**config.mk**
```make
export PLATFORM = sky130hd
export DESIGN_NAME = faTagStore
export DESIGN_NICKNAME = d
export VERILOG_FILES = /design/src/rtl/faTagPkg.sv /design/src/rtl/tagDatapath.sv /design/src/rtl/replCtrl.sv /design/src/rtl/faTagStore.sv
export SDC_FILE = /design/constraint.sdc
export NUM_CORES = 2
export LEC_CHECK = 0
export BUFFER_PORTS_ARGS = -buffer_cell sky130_fd_sc_hd__buf_2
export CAP_MARGIN = 20
export CORE_AREA = 3 3 435 437
export CTS_BUF_LIST = sky130_fd_sc_hd__clkbuf_8
export DETAILED_ROUTE_END_ITERATION = 10
export DIE_AREA = 0 0 438 440
export PLACE_DENSITY = 0.7
export SYNTH_ARGS = -nofsm -noshare
export SYNTH_HDL_FRONTEND = slang
export SYNTH_HIERARCHICAL = 1
export SYNTH_SLANG_ARGS = --single-unit
```
**constraint.sdc**
```tcl
create_clock -name clk -period 5.1 [get_ports clk]
set_input_delay 0.255 -clock clk [delete_from_list [all_inputs] [get_ports clk]]
set_output_delay 0.255 -clock clk [all_outputs]
set_load 0.02 [all_outputs]
```
**src/rtl/faTagPkg.sv**
```systemverilog
package faTagPkg;
  // Strobes from the replacement control to the tag datapath
  typedef struct packed {
    logic allocEn;   // write the victim entry this cycle
    logic touchPtr;  // the pointed entry is accessed this cycle
  } tagStrobes_t;
endpackage

```
**src/rtl/tagDatapath.sv**
```systemverilog
module tagDatapath
  import faTagPkg::*;
#(
  parameter int NUM_ENTRIES = 64,
  parameter int TAG_W = 27,
  parameter int IDX_W = $clog2(NUM_ENTRIES)
) (
  input  logic             clk,
  input  logic             rstN,
  input  logic [TAG_W-1:0] lookupTag,
  input  logic [TAG_W-1:0] allocTag,
  input  tagStrobes_t      strobes,
  input  logic [IDX_W-1:0] victimIdx,
  output logic             matchAny,
  output logic [IDX_W-1:0] matchIdx,
  output logic             freeAny,
  output logic [IDX_W-1:0] freeIdx
);
  logic [NUM_ENTRIES-1:0] validQ;
  logic [NUM_ENTRIES-1:0] matchVec;
  logic [TAG_W-1:0]       tagQ [NUM_ENTRIES];

  for (genvar e = 0; e < NUM_ENTRIES; e++) begin : gEntry
    localparam logic [IDX_W-1:0] MY_IDX = IDX_W'(e);
    logic wrSel;
    assign wrSel = strobes.allocEn && (victimIdx == MY_IDX);

    always_ff @(posedge clk) begin
      if (!rstN) begin
        validQ[e] <= 1'b0;
        tagQ[e]   <= '0;
      end else if (wrSel) begin
        validQ[e] <= 1'b1;
        tagQ[e]   <= allocTag;
      end
    end

    assign matchVec[e] = validQ[e] && (tagQ[e] == lookupTag);
  end

  // Lowest-index priority encoders for matches and free entries
  always_comb begin
    matchIdx = '0;
    freeIdx  = '0;
    for (int i = NUM_ENTRIES - 1; i >= 0; i--) begin
      if (matchVec[i]) matchIdx = IDX_W'(i);
      if (!validQ[i])  freeIdx  = IDX_W'(i);
    end
  end

  assign matchAny = |matchVec;
  assign freeAny  = ~&validQ;


  wr_sets_valid_chk: assert property (@(posedge clk) disable iff (!rstN)
    strobes.allocEn |=> validQ[$past(victimIdx)]);


  match_only_valid_chk: assert property (@(posedge clk) disable iff (!rstN)
    matchAny |-> validQ[matchIdx]);


  free_is_invalid_chk: assert property (@(posedge clk) disable iff (!rstN)
    freeAny |-> !validQ[freeIdx]);
endmodule

```
**src/rtl/replCtrl.sv**
```systemverilog
module replCtrl
  import faTagPkg::*;
#(
  parameter int NUM_ENTRIES = 64,
  parameter int IDX_W = $clog2(NUM_ENTRIES)
) (
  input  logic             clk,
  input  logic             rstN,
  input  logic             lookupValid,
  input  logic             allocValid,
  input  logic             matchAny,
  input  logic [IDX_W-1:0] matchIdx,
  input  logic             freeAny,
  input  logic [IDX_W-1:0] freeIdx,
  output tagStrobes_t      strobes,
  output logic             hit,
  output logic [IDX_W-1:0] victimIdx,
  output logic [IDX_W-1:0] ptrQ
);
  localparam logic [IDX_W-1:0] LAST_IDX = IDX_W'(NUM_ENTRIES - 1);

  logic [IDX_W-1:0] ptrNext;

  assign hit       = lookupValid && matchAny;
  assign victimIdx = freeAny ? freeIdx : ptrQ;

  always_comb begin
    strobes.allocEn  = allocValid;
    strobes.touchPtr = (hit && (matchIdx == ptrQ)) ||
                       (allocValid && (victimIdx == ptrQ));
  end

  assign ptrNext = (ptrQ == LAST_IDX) ? '0 : ptrQ + 1'b1;

  always_ff @(posedge clk) begin
    if (!rstN)                 ptrQ <= '0;
    else if (strobes.touchPtr) ptrQ <= ptrNext;
  end


  ptr_step_chk: assert property (@(posedge clk) disable iff (!rstN)
    (hit && matchIdx == ptrQ) |=>
      ptrQ == (($past(ptrQ) == LAST_IDX) ? '0 : $past(ptrQ) + 1'b1));


  ptr_hold_chk: assert property (@(posedge clk) disable iff (!rstN)
    (!allocValid && !(hit && matchIdx == ptrQ)) |=> $stable(ptrQ));


  full_uses_ptr_chk: assert property (@(posedge clk) disable iff (!rstN)
    !freeAny |-> victimIdx == ptrQ);
endmodule

```
**src/rtl/faTagStore.sv**
```systemverilog
module faTagStore
  import faTagPkg::*;
#(
  parameter int NUM_ENTRIES = 64,
  parameter int TAG_W = 27,
  localparam int IDX_W = $clog2(NUM_ENTRIES)
) (
  input  logic             clk,
  input  logic             rstN,
  input  logic             lookupValid,
  input  logic [TAG_W-1:0] lookupTag,
  input  logic             allocValid,
  input  logic [TAG_W-1:0] allocTag,
  output logic             hit,
  output logic [IDX_W-1:0] hitIdx,
  output logic [IDX_W-1:0] victimIdx,
  output logic [IDX_W-1:0] replPtr
);
  tagStrobes_t      strobes;
  logic             matchAny;
  logic [IDX_W-1:0] matchIdx;
  logic             freeAny;
  logic [IDX_W-1:0] freeIdx;

  tagDatapath #(.NUM_ENTRIES(NUM_ENTRIES), .TAG_W(TAG_W), .IDX_W(IDX_W)) uData (
    .clk(clk), .rstN(rstN), .lookupTag(lookupTag), .allocTag(allocTag),
    .strobes(strobes), .victimIdx(victimIdx), .matchAny(matchAny),
    .matchIdx(matchIdx), .freeAny(freeAny), .freeIdx(freeIdx));

  replCtrl #(.NUM_ENTRIES(NUM_ENTRIES), .IDX_W(IDX_W)) uCtrl (
    .clk(clk), .rstN(rstN), .lookupValid(lookupValid), .allocValid(allocValid),
    .matchAny(matchAny), .matchIdx(matchIdx), .freeAny(freeAny),
    .freeIdx(freeIdx), .strobes(strobes), .hit(hit), .victimIdx(victimIdx),
    .ptrQ(replPtr));

  assign hitIdx = hit ? matchIdx : '0;


  no_unqualified_hit_chk: assert property (@(posedge clk) disable iff (!rstN)
    !lookupValid |-> !hit);


  miss_idx_zero_chk: assert property (@(posedge clk) disable iff (!rstN)
    !hit |-> hitIdx == '0);
endmodule

```
# --- Yosys cells after proc, flatten, opt, wreduce, memory -nomap -nowiden ---
# Memories as Yosys holds them, arrays and structs flattened.
# Cells that the tools add are included.
totals:
  ff_bits: 70
  out_inout_bits: 19
  mem_count: 1
  ram_bits: 1728
  wordCells: 784
mem_list:
  columns: ["memory", "depth", "width", "rd", "rd_clocked_by_memory_dff", "wr", "line", "source"]
  rows:
  - ["uData.tagQ", 64, 27, 64, 0, 64, "tagDatapath.sv:21", "logic [TAG_W-1:0] tagQ [NUM_ENTRIES];"]
op_classes:
  addsub: 1
  muxes: 388
  bitwise: 64
  n_eq_ne: 130
  n_reduce_logical: 135
op_table:
  columns: ["cell", "n"]
  rows:
  - ["$eq 27x27->1", 64]
  - ["$mux 27", 64]
  - ["$mux 6", 131]
  - ["$eq 6x6->1 const B", 33]
  - ["$mux 1", 193]
  - ["$logic_and 1x1->1", 131]
  - ["$eq 6x5->1 const B", 16]
  - ["$or 1x1->1", 64]
  - ["$reduce_and 64->1", 1]
  - ["$reduce_or 64->1", 1]
  - ["$eq 6x4->1 const B", 8]
  - ["$eq 6x3->1 const B", 4]
  - ["$eq 6x2->1 const B", 2]
  - ["$eq 6x6->1", 2]
  - ["$add 6x1->6 const B", 1]
  - ["$eq 6x1->1 const B", 1]
  - ["$logic_not 6->1", 1]
  - ["$logic_or 1x1->1", 1]

# --- Longest topological paths before layout ---
logic_depth:
  word_depth: 71
  ltp_mapped: 22
  depth_no_buf: 18

# --- By module ---
# Netlist, hierarchy kept.
modules_own_cells:
  columns: ["mod", "area_each_um2", "seq_area_each_um2", "instances", "cells_per_inst"]
  rows:
  - ["tagDatapath", 88099.5, 53171.0, 1, 6866]
  - ["replCtrl", 621.8, 120.1, 1, 79]
  - ["faTagStore", 37.5, 0.0, 1, 6]

# --- Worst setup path after synthesis ---
# No wires, ideal clock.
synth_path:
  path_type: "register to register"
  from: "register uData.validQ[62]"
  to: "memory uData.tagQ[61][0], in the netlist uData/tagQ[1][783], enable pin"
  t_required_ns: 4.651
  stages_incl_launch_ff: 17
  slack_ns: -0.157
  arrival_ns: 4.808
  cell_sequence: "dfxtp_1 nand2_1 a31oi_1 o211ai_1 a31oi_1 o211ai_1 a31oi_1 o211ai_1 a31o_2 a311oi_1 nor3_1 o31ai_1 a21oi_1 mux2_2 nor2b_1 nand3_1 o21ai_0"
synth_rtl:
  columns: ["item", "line", "source"]
  rows:
  - ["from (decl)", "tagDatapath.sv:19", "logic [NUM_ENTRIES-1:0] validQ;"]
  - ["from (signal, indexed assignment)", "tagDatapath.sv:30", "validQ[e] <= 1'b0;"]
  - ["from (signal, indexed assignment)", "tagDatapath.sv:33", "validQ[e] <= 1'b1;"]
  - ["to (decl)", "tagDatapath.sv:21", null]

==> impl_metrics.env <==
export IMPL_cts_tree="yes"
export IMPL_arrival_ns=4.90
export IMPL_fmax_mhz=194
export IMPL_clk_latency_ns=1.08
export IMPL_final_max_slew_viol_count=0
export IMPL_p_leak_uw=0.0369
export IMPL_met1_usage_pct=40.5
export IMPL_cellPowerDensity_nw_per_um2=319
export IMPL_seqPwrFrac_pct=53.0
export IMPL_use_met3_pct=6.55
export IMPL_gp_congestion=0.982
export IMPL_clkPwrFrac_pct=36.9
export IMPL_grt_max_degree=62
export IMPL_ys_warn_count=6
export IMPL_fin_area_um2=101000
export IMPL_finish_utilization_pct=54.4
export IMPL_area_growth_pct=13.7
export IMPL_status="finished, violations left"
export IMPL_internal_power_uw=23900
export IMPL_finalSetupViolations=3
export IMPL_clockBufferDepth=4
export IMPL_combPwrFrac_pct=10.1
export IMPL_grt_antenna_before_repair=24
export IMPL_die_h_um=440
export IMPL_die_w_um=438
export IMPL_port_buffers=76
export IMPL_dpl_hpwl_um=176000
export IMPL_top_usage_layer="met2"
export IMPL_cts_made_buffers=310
export IMPL_vias=58994
export IMPL_drive_gt1_share_pct=13.9
export IMPL_overflow=0
export IMPL_violations="negative setup slack"
export IMPL_switching_power_uw=8310
export IMPL_nets=7389
export IMPL_syn_nets=7009
export IMPL_fin_ws_ns=-0.0536
export IMPL_fin_worst_skew_ns=0.0964
export IMPL_viasPerCell=5.87
export IMPL_hp_class="in2reg"
export IMPL_fill_cells=15486
export IMPL_ir_drop_uv=233
export IMPL_cts_max_level=5
export IMPL_slew_headroom_pct=27.0
export IMPL_grt_usage_pct=30.6
export IMPL_min_period_ns=5.15
export IMPL_grt_pass1_vias=57048
export IMPL_path_class="reg2out"
export IMPL_power_uw=32200
export IMPL_syn_inst=6950
export IMPL_initial_core_util_pct=47.9
export IMPL_rsz0062_at_grt="yes"
export IMPL_cp_end_kind="primary output"
export IMPL_grt_use_met2_pct=49.1
export IMPL_worstSetupStartpointType="register"
export IMPL_ios=77
export IMPL_whs_ns=0.0371
export IMPL_grt_pass1_wl_um=419000
export IMPL_syn_avg_cell_area_um2=12.8
export IMPL_rows=158
export IMPL_drt_iter0_drc=8465
export IMPL_syn_area_um2=88800
export IMPL_required_ns=4.85
export IMPL_drt_wirelength_per_cell_um=29.8
export IMPL_numClockSinks=1798
export IMPL_dpl_cell_area_um2=94800
export IMPL_drt_wl_total_um=299000
export IMPL_antenna_left=0
export IMPL_maxCapViolations=0
export IMPL_drcViolationCount=0
export IMPL_ff2ff_setup_slack_ns=0.03
export IMPL_min_period_over_period_pct=101
export IMPL_hold_violations=0
export IMPL_p_sw_share_pct=25.8
export IMPL_drt_pass1_iterations=5
export IMPL_cts_root_buffer_cell="clkbuf_8"
export IMPL_path_clk_slew_ns=0.06
export IMPL_max_slew_worst_pin_slew_ns=1.09
export IMPL_fp_coreArea_um2=185000
export IMPL_dieArea_um2=193000
export IMPL_cp_max_fo=2
-- registers in the layout (all words and copies together) (netlist names) --
name          count
uData/tagQ     1728
uData/validQ     64
uCtrl/ptrQ        6
-- metal layers --
layer / part of all wire (%) / up-vias / wire (µm)
met1: 37 / 29567 / 111000
met5: 0.0043 / - / 13
met4: 4.5 / 2 / 13500
met3: 12 / 749 / 36200
met2: 46 / 3972 / 139000
li1: - / 24704 / -
-- power by group through the flow --
| stage | registers (µW) | logic (µW) | clock network, µW |
|---|---|---|---|
| finish | 17100 | 3250 | 11900 |
| global route | 17200 | 3350 | 12700 |
| CTS | 17100 | 3190 | 12000 |
| detailed placement | 17400 | 3150 | 0 |
| global placement | 17400 | 3120 | 0 |
| floorplan | 17400 | 1810 | 0 |
-- metrics by stage --
stage	cells	setup TNS [ns]	setup WS [ns]
after global placement	9460	-5.18	-0.517
final	10042	-0.0729	-0.0536
after CTS	10019	-0.116	-0.0631
after detailed placement	9463	-3.92	-0.663
after global routing	10026	-0.502	-0.202
after floorplan	6950	-20.49	-0.157
-- layout make-up --
| cell class | instances | area [µm²] | area share [%] |
|---|---|---|---|
| clock buffers | 330 | 4540 | 4.50 |
| inverters | 34 | 128 | 0.126 |
| clock inverters | 197 | 835 | 0.827 |
| flip-flops and latches | 1798 | 53300 | 52.8 |
| diodes | 17 | 42.5 | 0.0422 |
| repair buffers | 604 | 5840 | 5.79 |
| well taps | 2480 | 3100 | 3.08 |
| multi-input cells | 4582 | 33100 | 32.8 |
-- final timing paths --
check | startpoint | to | cells after the start
hold / removal | allocTag[7] | uData/tagQ[1][574] | 2
setup reg to reg | uData/validQ[62] | uData/tagQ[0][175] | 20
hold reg to reg | uData/validQ[56] | uData/validQ[56] | 1
setup / recovery | uData/tagQ[1][801] | hitIdx[3] | 17
-- repair_timing --
item | CTS | global route
endpoints found under the hold margin | 568 | 0
gates resized for setup | 40 | 33
buffers inserted | 5 | 6
cloned | 0 | 0
pin swaps | 22 | 26
setup endpoints to repair | 13 | 67
hold buffers | 27 | 0
-- cell usage in the layout (no fill, tap or decap), types with 17 or more instances in the layout --
cell type / instances
buf_4: 430
a21o_1: 65
dfxtp_1: 70
buf_6: 37
xnor2_1: 960
diode_2: 17
clkinv_1: 54
o21ai_0: 27
buf_12: 91
nand2_1: 90
nor2_1: 83
nand3_1: 28
and2_1: 1736
o21ai_2: 70
nor4_1: 249
dlygate4sd3_1: 26
xor2_1: 775
nand4_1: 351
buf_2: 18
edfxtp_1: 1728
clkinv_2: 19
inv_1: 151
clkbuf_8: 331
-- worst max-delay path, cell delays in order, from the launching register on --
cell	delay [ns]
edfxtp_1	0.40
xor2_1	0.17
nor4_2	0.33
nand2_1	0.11
or4_4	0.60
nand4_1	0.14
buf_6	0.14
nor3_4	0.07
o31ai_4	0.27
nand2_2	0.14
a2111oi_4	0.56
buf_4	0.19
nor3_2	0.04
nor3_2	0.24
buf_4	0.16
buf_6	0.08
and2_4	0.13
buf_6	0.11
Power figures use the tool's default switching activity.
